$ cat src/rtl/pllw_pkg.sv
// Shared constants and the control-word layout for the PLL word writer.
package pllw_pkg;
    localparam int WORD_W      = 24;
    localparam int NIB_W       = 4;
    localparam int NIB_CNT     = WORD_W / NIB_W;
    localparam int DATA_W      = 32;
    localparam int CTRL_W      = 16;
    localparam int LANE_STRIDE = DATA_W / NIB_W;
    localparam int PRE_WR      = 2;
    localparam int POST_WR     = 1;
    localparam int TOTAL_WR    = PRE_WR + NIB_CNT + POST_WR;
    localparam int STEP_W      = $clog2(TOTAL_WR);

    localparam logic [CTRL_W-1:0] CTRL_OPEN0 = 16'hF800;
    localparam logic [CTRL_W-1:0] CTRL_OPEN1 = 16'hF000;
    localparam logic [CTRL_W-1:0] CTRL_DATA  = 16'h0000;
    localparam logic [CTRL_W-1:0] CTRL_CLOSE = 16'hF800;

    // Packed from MSB (bit 23) down to LSB (bit 0).
    typedef struct packed {
        logic       rsv_hi;   // bit 23, must be 1
        logic       src_sel;  // bit 22
        logic       rsv_lo;   // bit 21, must be 0
        logic       clkx_oe;  // bit 20
        logic       clk_oe;   // bit 19
        logic [1:0] vco_div;  // bits 18:17
        logic [1:0] xdiv;     // bits 16:15
        logic       pre_sel;  // bit 14
        logic [6:0] ref_div;  // bits 13:7
        logic [6:0] fb_div;   // bits 6:0
    } pll_word_t;

    // Bits that may be nonzero in a data write: bit 0 of each byte lane.
    function automatic logic [DATA_W-1:0] lane_mask();
        logic [DATA_W-1:0] m;
        m = '0;
        for (int i = 0; i < NIB_W; i++) m[i*LANE_STRIDE] = 1'b1;
        return m;
    endfunction
endpackage

$ cat src/rtl/pllw_word_pack.sv
// Assembles the control word from its fields.
// Assumes nothing about the reserved inputs: bit 21 is forced to 0 and bit 23 to 1.
module pllw_word_pack
    import pllw_pkg::*;
(
    input  logic [6:0] fb_div,
    input  logic [6:0] ref_div,
    input  logic       pre_sel,
    input  logic [1:0] xdiv,
    input  logic [1:0] vco_div,
    input  logic       clk_oe,
    input  logic       clkx_oe,
    input  logic       src_sel,
    output pll_word_t  word
);
    // Field placement with the reserved bits fixed.
    always_comb begin
        word.fb_div  = fb_div;
        word.ref_div = ref_div;
        word.pre_sel = pre_sel;
        word.xdiv    = xdiv;
        word.vco_div = vco_div;
        word.clk_oe  = clk_oe;
        word.clkx_oe = clkx_oe;
        word.rsv_lo  = 1'b0;
        word.src_sel = src_sel;
        word.rsv_hi  = 1'b1;
    end
endmodule

$ cat src/rtl/pllw_lane_spread.sv
// Spreads a nibble so that bit j goes to bit 0 of byte lane j; all other bits are zero.
// Assumes STRIDE >= 2 and NIB_W * STRIDE == DATA_W.
module pllw_lane_spread #(
    parameter int NIB_W  = 4,
    parameter int STRIDE = 8,
    parameter int DATA_W = NIB_W * STRIDE
) (
    input  logic [NIB_W-1:0]  nib,
    output logic [DATA_W-1:0] data
);
    for (genvar g = 0; g < NIB_W; g++) begin : g_lane
        // One lane: the nibble bit in the lane LSB, zeros above.
        assign data[g*STRIDE +: STRIDE] = {{(STRIDE-1){1'b0}}, nib[g]};
    end
endmodule

$ cat src/rtl/pllw_seq.sv
// Sequencer: captures the word on an idle start and steps through TOTAL_WR write slots,
// one per cycle, then raises done for one cycle. A start pulse while active is ignored.
module pllw_seq
    import pllw_pkg::*;
(
    input  logic              clk,
    input  logic              rst_n,
    input  logic              start,
    input  pll_word_t         word_in,
    output logic              active,
    output logic [STEP_W-1:0] step,
    output pll_word_t         word_q,
    output logic              done
);
    localparam logic [STEP_W-1:0] LAST_STEP = STEP_W'(TOTAL_WR - 1);

    // Capture, step counting and the end-of-sequence pulse.
    always_ff @(posedge clk) begin
        if (!rst_n) begin
            active <= 1'b0;
            step   <= '0;
            word_q <= '0;
            done   <= 1'b0;
        end else begin
            done <= 1'b0;
            if (!active) begin
                if (start) begin
                    active <= 1'b1;
                    step   <= '0;
                    word_q <= word_in;
                end
            end else if (step == LAST_STEP) begin
                active <= 1'b0;
                step   <= '0;
                done   <= 1'b1;
            end else begin
                step <= step + 1'b1;
            end
        end
    end

    assert_done_single_R7: assert property (@(posedge clk) disable iff (!rst_n)
        done |=> !done);
    assert_done_after_run_R7: assert property (@(posedge clk) disable iff (!rst_n)
        done |-> (!active && $past(active)));
    assert_step_bound_R3: assert property (@(posedge clk) disable iff (!rst_n)
        active |-> (step <= LAST_STEP));
    assert_start_ignored_R8: assert property (@(posedge clk) disable iff (!rst_n)
        (active && start) |=> $stable(word_q));
    assert_reserved_fixed_R2: assert property (@(posedge clk) disable iff (!rst_n)
        active |-> (word_q.rsv_hi && !word_q.rsv_lo));
endmodule

$ cat src/rtl/pllw_writer.sv
// Top: packs the control word, sequences it and drives one framed write per cycle:
// two opening control writes, NIB_CNT data writes (one nibble each, spread over byte
// lanes) and one closing control write. Assumes start is synchronous to clk.
module pllw_writer
    import pllw_pkg::*;
(
    input  logic              clk,
    input  logic              rst_n,
    input  logic              start,
    input  logic [6:0]        fb_div,
    input  logic [6:0]        ref_div,
    input  logic              pre_sel,
    input  logic [1:0]        xdiv,
    input  logic [1:0]        vco_div,
    input  logic              clk_oe,
    input  logic              clkx_oe,
    input  logic              rsv_lo_in,
    input  logic              src_sel,
    input  logic              rsv_hi_in,
    output logic              wr_stb,
    output logic [DATA_W-1:0] wr_data,
    output logic [CTRL_W-1:0] wr_ctrl,
    output logic              busy,
    output logic              done
);
    localparam logic [STEP_W-1:0] LAST_STEP = STEP_W'(TOTAL_WR - 1);
    localparam logic [DATA_W-1:0] LANE_MASK = lane_mask();

    pll_word_t         word_new;
    pll_word_t         word_q;
    logic [WORD_W-1:0] word_bits;
    logic              active;
    logic [STEP_W-1:0] step;
    logic [NIB_W-1:0]  nib;
    logic [DATA_W-1:0] spread;

    // The reserved inputs are accepted at the edge but never used.
    logic unused_rsv;
    assign unused_rsv = rsv_lo_in ^ rsv_hi_in;

    pllw_word_pack u_pack (
        .fb_div  (fb_div),
        .ref_div (ref_div),
        .pre_sel (pre_sel),
        .xdiv    (xdiv),
        .vco_div (vco_div),
        .clk_oe  (clk_oe),
        .clkx_oe (clkx_oe),
        .src_sel (src_sel),
        .word    (word_new)
    );

    pllw_seq u_seq (
        .clk     (clk),
        .rst_n   (rst_n),
        .start   (start),
        .word_in (word_new),
        .active  (active),
        .step    (step),
        .word_q  (word_q),
        .done    (done)
    );

    assign word_bits = word_q;

    // Pick the nibble for the current data slot; zero in the framing slots.
    always_comb begin
        nib = '0;
        for (int i = 0; i < NIB_CNT; i++) begin
            if (active && step == STEP_W'(PRE_WR + i)) nib = word_bits[i*NIB_W +: NIB_W];
        end
    end

    pllw_lane_spread #(
        .NIB_W  (NIB_W),
        .STRIDE (LANE_STRIDE),
        .DATA_W (DATA_W)
    ) u_spread (
        .nib  (nib),
        .data (spread)
    );

    // Control value per slot; quiet when idle.
    always_comb begin
        wr_ctrl = CTRL_DATA;
        if (active) begin
            if (step == STEP_W'(0))      wr_ctrl = CTRL_OPEN0;
            else if (step == STEP_W'(1)) wr_ctrl = CTRL_OPEN1;
            else if (step == LAST_STEP)  wr_ctrl = CTRL_CLOSE;
        end
    end

    assign wr_data = spread;
    assign wr_stb  = active;
    assign busy    = active;

    assert_ctrl_write_zero_R4: assert property (@(posedge clk) disable iff (!rst_n)
        (wr_stb && wr_ctrl != CTRL_DATA) |-> (wr_data == '0));
    assert_lane_sparse_R5: assert property (@(posedge clk) disable iff (!rst_n)
        wr_stb |-> ((wr_data & ~LANE_MASK) == '0));
    assert_idle_quiet_R9: assert property (@(posedge clk) disable iff (!rst_n)
        !busy |-> (wr_data == '0 && wr_ctrl == '0 && !wr_stb));
    assert_strobe_end_done_R3: assert property (@(posedge clk) disable iff (!rst_n)
        $fell(wr_stb) |-> done);
    assert_close_last_R6: assert property (@(posedge clk) disable iff (!rst_n)
        done |-> $past(wr_ctrl) == CTRL_CLOSE);
endmodule

$ cat config.mk
export PLATFORM = sky130hd
export DESIGN_NAME = pllw_writer
export DESIGN_NICKNAME = d
export VERILOG_FILES = /design/src/rtl/pllw_pkg.sv /design/src/rtl/pllw_word_pack.sv /design/src/rtl/pllw_lane_spread.sv /design/src/rtl/pllw_seq.sv /design/src/rtl/pllw_writer.sv
export SDC_FILE = /design/constraint.sdc
export NUM_CORES = 1
export LEC_CHECK = 0
export CAP_MARGIN = 40
export CORE_MARGIN = 3
export CORE_UTILIZATION = 43
export CTS_CLUSTER_DIAMETER = 60
export DETAILED_ROUTE_END_ITERATION = 10
export PLACE_DENSITY = 0.81
export SLEW_MARGIN = 40
export SYNTH_ARGS = -nofsm -noshare
export SYNTH_HDL_FRONTEND = slang
export SYNTH_SLANG_ARGS = --single-unit
$ cat constraint.sdc
create_clock -name clk -period 2.46 [get_ports clk]
set_input_delay 0.738 -clock clk [delete_from_list [all_inputs] [get_ports clk]]
set_output_delay 0.738 -clock clk [all_outputs]
set_load 0.03 [all_outputs]
==> impl_results.md, run 1 <==
- Die ar.: 0.00507 mm²
- GR met3 Demand/Resource: roughly 6.1%
- Site Rows: 23
- I/O Buffers: 36
- GR Util met1: 17.4%
- Layout cells sized above 1: 19.6%
- Largest net degree at the start of global routing: 23
- Final hold slack: 0.453 ns
- Reg power frac: 43.2%
- Die width: 71.2 µm
- Root Buffer: clkbuf_8
- Post-route ant nets: 0
- Total number of vias: 1,513
- Leakage: around 1 nW
- DR DRC count: 0
- GRT busiest layer: met2
- Synth Warn #: 0
- Total core area: 0.00406 mm²
- Min Tclk post-route: 2.72 ns
- Outcome: finished, violations left
- Post-place setup slack: -0.231 ns
- RSZ-0062 raised after global routing: yes
- Comb pwr share: roughly a quarter
- Initial DRC count: 63
- Ys async rst share: 0%
- Crit Path Max Fanout: 4
- Initial Utilization: 45.1%
- Period Utilization, post-route: 111%
- Avg Inst Size Synth: between 8 and 9 µm²
- DR pass1 iterations: 4
- Nets: 301
- Final setup viols: 3
- Arr. time, crit path: 1.99 ns
- Initial antenna violation count: 0
- Ant diodes: 0
- Hold Crit Class: register to register
- Routed vias/inst: 4.71
- Max clock buf depth: 2
- Post-synth EDFFs: 0
- Max Cap Viol: 0
- Final Max Slew Viols: 0
- Netlist cell types: 38
- Power share of the clock group: 31.0%
- Worst EP required: around 1.7 ns
- GPL Wtd Cong: 0.855
- Top-Level Pins: 78
- Top FF cell, synth: dfxtp_1
- Post-Synthesis Cells: 222
- Pwr dens: just over 500 mW/mm²
- Seq cells post-synth: 29
- CP Capture Type: primary output
- Total CTS buffers: 5
- Total GRT Usage: 15.2%
- Worst Setup Start Kind: register
- Sw Share: 31.7%
- Kind of critical path: register to primary output
- Switching Power: around 0.38 mW
- Clock skew: 0.00337 ns
- Total grt overflow: 0
- CTS tree: done
- Post-DP HPWL: 2770 µm
- First-pass GRT wire length: 6020 µm
- Fmax achieved: 0.367 GHz
- Die height: roughly 70 µm
- H-tree levels: 2
- Fin. Hold Viols: 0
- Synth-to-Final Area Change: 27.6%
- Total Routed Length: 4070 µm
- Drt wl/cell: 12.7 µm
- Sink Count: 29
- Slack of the critical path: -0.264 ns
- Vias in the first global route: 1,300
- Seq/Total Area, Yosys: 31.8%
- Hold Buf Count CTS: 0
- Internal power: 0.814 mW
- Met2 Use GR: 25.5%
- Clock transition at path regs: 0.06 ns
- Post-Syn Area: 0.00183 mm²
- Maximum VDD drop: 0.000335 V
- Violated checks: setup timing
- Later-pin clock latency in the skew report: 0.28 ns
-- timing repair --
item	CTS	global route
pin swaps	8	3
endpoints found under the setup margin	9	8
setup buffers	4	0
gates resized for setup	29	13
-- layer usage --
layer	routed length [µm]	vias to the layer above	share of wire, %
li1	-	757	-
met1	1710	691	42
met2	1980	58	49
met3	321	7	7.9
met4	57	0	1.4
met5	0	-	0
-- power by group through the flow --
stage	logic [mW]	registers [mW]	clock network (mW)
after floorplan	0.250	0.523	0
after global placement	0.288	0.521	0
after detailed placement	0.291	0.522	0
after CTS	0.300	0.513	0.386
after global routing	0.330	0.517	0.401
final	0.308	0.515	0.369
-- cell type report --
type                            instances  area (µm²)
Clock buffer                            8        80.1
Fill cell                             373        1730
Inverter                                5        21.3
Multi-Input combinational cell        170        1040
Sequential cell                        29         588
Tap cell                               50        62.6
Timing Repair Buffer                   59         538
-- worst paths after layout --
path                                       start                to  slack [ns]  cells after the start
worst max register to register     u_seq.step[2]     u_seq.step[2]        1.11                      5
worst max-delay path               u_seq.step[0]        wr_data[8]       -0.26                      6
worst min-delay path            u_seq.word_q[15]  u_seq.word_q[15]        0.45                      2
worst min register to register  u_seq.word_q[15]  u_seq.word_q[15]        0.45                      2
-- per-stage QoR --
step           instance area (µm²)  setup TNS [ns]  util [%]  total power, mW  cells
2_1_floorplan                 1990         -0.0938         -            0.773    260
3_3_place_gp                  2130          -0.554      52.4            0.809    309
3_5_place_dp                  2130          -0.665      52.4            0.814    309
4_1_cts                       2300          -0.532      56.8             1.20    321
5_1_grt                       2330          -0.539      57.5             1.25    321
6_report                      2330          -0.349      57.5             1.19    321
-- cell usage after synthesis (2+ instances only) --
cell type	n	share of area [%]
clkbuf_1	5	1.0
nand4bb_1	4	2.5
buf_4	44	18
o21ai_0	3	0.82
buf_6	2	1.2
nand2_1	51	10
dfxtp_1	29	32
o211ai_1	7	2.9
nor2b_1	11	3.8
a21boi_1	23	9.4
a32o_1	3	1.6
buf_2	2	0.55
ha_1	4	2.7
nand2b_1	2	0.68
nand3b_1	3	1.2
inv_1	4	0.82
a21oi_1	4	1.1
-- worst max-delay path, cell delays in order, from the launching register on --
cell and delay (ns):
dfxtp_4 0.38, ha_4 0.16, buf_6 0.11, nand4bb_1 0.17, a221o_1 0.35, a2111oi_4 0.32
buf_4 0.22
-- cell families (layout without fill, tap and decap cells) --
group	count (synthesis)	after routing	synth area share, %
simple gates	78	78	21.3
mux	1	1	0.548
flops	29	29	31.8
fa+ha+maj	4	4	2.74
other cells	1	39	0.205
compound gates	48	48	19.9
buf+inv	61	72	23.6
-- cell usage in the layout (no fill, tap or decap), types with 3 or more instances in the layout --
master,n
clkdlybuf4s50_1,27
clkbuf_1,3
a21boi_1,23
dfxtp_1,27
nor2b_1,11
nand2_1,49
a21oi_1,4
o21ai_0,3
o211ai_1,7
conb_1,39
ha_4,4
nand4bb_1,4
clkbuf_8,5
a32o_2,3
buf_6,7
buf_4,24
nand3b_1,3
-- registers in the layout (all words and copies together), names as in the netlist --
| signal | cells |
|---|---|
| u_seq.word_q | 23 |
| u_seq.step | 4 |
| u_seq.active | 1 |
| u_seq.done | 1 |
(Power assumes the default switching activity.)
==> run 2, diff against run 1 <==
--- a/config.mk
+++ b/config.mk
@@ -5,12 +5,13 @@
 export SDC_FILE = /design/constraint.sdc
 export NUM_CORES = 1
 export LEC_CHECK = 0
-export CAP_MARGIN = 40
+export CAP_MARGIN = 25
 export CORE_MARGIN = 3
-export CORE_UTILIZATION = 43
+export CORE_UTILIZATION = 35
 export CTS_CLUSTER_DIAMETER = 60
 export DETAILED_ROUTE_END_ITERATION = 10
-export PLACE_DENSITY = 0.81
+export GPL_ROUTABILITY_DRIVEN = 1
+export PLACE_DENSITY = 0.68
 export SLEW_MARGIN = 40
 export SYNTH_ARGS = -nofsm -noshare
 export SYNTH_HDL_FRONTEND = slang
==> run 2 against run 1 <==
Compared with the run above:
- the flow still finishes with violations (setup timing)
- worst hold slack worse by 0.00091 ns
- register-to-register slack better by 0.04 ns
- cell area is 4.4% higher
- clock skew is 0.0019 ns higher
- combinational power hardly changed
- power is 12% higher
- flip-flop and latch count stayed put
==> impl_results.md, run 2 (same netlist as run 1, synthesis figures left out) <==
- Max Cap Viol: 0 (unchanged)
- Total GRT Usage: 13.0% (was 15.2%)
- Hold Crit Class: register to register (unchanged)
- Site Rows: 25 (was 23)
- Total core area: 0.00488 mm² (was 0.00406 mm²)
- Critical path's slowest cell: dfxtp_4 (unchanged)
- Violated checks: setup timing (unchanged)
- H-tree levels: 2 (unchanged)
- Maximum VDD drop: 0.000252 V (was 0.000335 V)
- Worst EP required: 1.72 ns (about the same)
- Die width: 78.3 µm (was 71.2 µm)
- Kind of critical path: register to primary output (unchanged)
- Leakage: 1.00 nW (was 0.971 nW)
- Synth-to-Final Area Change: 33.2% (was 27.6%)
- Largest net degree at the start of global routing: 30 (was 23)
- Final Max Slew Viols: 0 (unchanged)
- Fin. Hold Viols: 0 (unchanged)
- Family with the most delay on the worst path: compound AO/OA/AOI/OAI gates (unchanged)
- Max reg flops: 23 (unchanged)
- First-pass GRT wire length: 6330 µm (was 6020 µm)
- CP Cell Sequence: ha_4 -> buf_6 -> nand4bb_1 -> a221o_1 -> a2111oi_4 -> buf_4 (unchanged)
- Commonest non-fill, non-tap cells in the layout: 50 x nand2_1, 39 x conb_1, 27 x clkdlybuf4s50_1, 27 x dfxtp_1, 24 x buf_4 (was 49 x nand2_1, 39 x conb_1, 27 x clkdlybuf4s50_1, 27 x dfxtp_1, 24 x buf_4)
- Routed vias/inst: 4.44 (was 4.71)
- Total CTS buffers: 5 (unchanged)
- Layout cells sized above 1: 22.0% (was 19.6%)
- Final setup viols: 3 (unchanged)
- Total number of vias: 1,508 (was 1,513)
- Final instance area: 0.00243 mm² (was 0.00233 mm²)
- Delay of the slowest critical-path stage: 0.38 ns (about the same)
- CP Capture Type: primary output (unchanged)
- GPL Wtd Cong: 0.841 (was 0.855)
- Pwr dens: 547 mW/mm² (was 511 mW/mm²)
- Hold Buf Count CTS: 0 (unchanged)
- Arr. time, crit path: 2.03 ns (was 1.99 ns)
- Post-Layout Cell Count: 340 (was 321)
- Clock skew: 0.00529 ns (was 0.00337 ns)
- Initial DRC count: 73 (was 63)
- Initial antenna violation count: 0 (unchanged)
- Clock transition at path regs: 0.06 ns (about the same)
- Post-DP HPWL: 2900 µm (was 2770 µm)
- Biggest regs: u_seq.word_q x23, u_seq.step x4 (unchanged)
- CTS tree: done (unchanged)
- Die ar.: 0.00613 mm² (was 0.00507 mm²)
- Ant diodes: 0 (unchanged)
- WP buf/inv: 2 (unchanged)
- Biggest register: u_seq.word_q (unchanged)
- Max clock buf depth: 2 (unchanged)
- Min Tclk post-route: 2.77 ns (was 2.72 ns)
- I/O Buffers: 36 (unchanged)
- Period Utilization, post-route: 112% (was 111%)
- Root Buffer: clkbuf_8 (unchanged)
- Total grt overflow: 0 (unchanged)
- Reg-to-Reg Start: u_seq.step[0] (was u_seq.step[2])
- Total Routed Length: 3920 µm (was 4070 µm)
- Sink Count: 29 (unchanged)
- Vias in the first global route: 1,384 (was 1,300)
- Later-pin clock latency in the skew report: 0.28 ns (about the same)
- Nets: 303 (was 301)
- DR pass1 iterations: 4 (unchanged)
- Placed cells: 328 (was 309)
- Initial Utilization: 37.5% (was 45.1%)
- Placed inst area: 0.00216 mm² (was 0.00213 mm²)
- Top-Level Pins: 78 (unchanged)
- DR DRC count: 0 (unchanged)
- RSZ-0062 raised after global routing: yes (unchanged)
- Worst Setup Start Kind: register (unchanged)
- Die height: 78.3 µm (was 71.2 µm)
- Leading cell type in the layout, fill and taps excluded: nand2_1 (unchanged)
- Fmax achieved: 0.361 GHz (was 0.367 GHz)
- Drt wl/cell: 11.5 µm (was 12.7 µm)
- Total Power: 1.33 mW (was 1.19 mW)
- Crit path from: u_seq.step[0] (unchanged)
- Hold Crit Start: u_seq.word_q[12] (was u_seq.word_q[15])
- Slack of the critical path: -0.307 ns (was -0.264 ns)
- Post-route ant nets: 0 (unchanged)
- Crit Path Max Fanout: 4 (unchanged)
- Outcome: finished, violations left (unchanged)
==> run 2: layer usage <==
layer / track usage, % / vias to the layer above / wire length (µm)
met5: 0 / - / 0
met4: 4.90 / 0 / 57
met3: 4.36 / 8 / 274
met2: 20.5 / 58 / 1820
met1: 16.3 / 681 / 1770
li1: - / 761 / -
==> run 2: cell type report <==
class | instances | area (µm²)
Clock buffer | 6 | 82.6
Multi-Input combinational cell | 170 | 1050
Tap cell | 67 | 83.8
Fill cell | 487 | 2440
Inverter | 5 | 21.3
Sequential cell | 29 | 588
Clock inverter | 2 | 37.5
Timing Repair Buffer | 61 | 572
==> run 2: stage by stage <==
| stage | setup TNS [ns] | hold WS [ns] | setup WS, ns | util (%) |
|---|---|---|---|---|
| after detailed placement | -0.365 | 0.445 | -0.217 | 44.2 |
| after CTS | -0.409 | 0.455 | -0.285 | 49.2 |
| after floorplan | -0.0938 | 0.430 | -0.0938 | - |
| final | -0.425 | 0.453 | -0.307 | 49.9 |
| after global routing | -0.607 | 0.478 | -0.344 | 49.9 |
| after global placement | -0.360 | 0.445 | -0.208 | 44.2 |
==> run 2: final timing paths <==
| kind | to | slack [ns] | cells after the start |
|---|---|---|---|
| min reg2reg | u_seq.word_q[12] | 0.45 | 2 |
| min | u_seq.word_q[12] | 0.45 | 2 |
| max reg2reg | u_seq.step[2] | 1.15 | 7 |
| max | wr_data[8] | -0.31 | 6 |
==> run 2: worst min-delay path, stage by stage (launching register included) <==
cell,delay [ns]
dfxtp_1,0.31
nand2_1,0.05
a21boi_1,0.05
==> run 2: power by group <==
part | internal (mW) | leakage, nW | switching [mW]
Clock | 0.329 | 0.0574 | 0.182
Sequential | 0.496 | 0.239 | 0.0178
Combinational | 0.119 | 0.707 | 0.189
Total | 0.944 | 1.00 | 0.389
==> run 2: timing repair <==
action,in CTS,in global routing
pin swaps,8,5
gates resized for setup,30,8
endpoints found under the setup margin,8,8
setup buffers,3,2
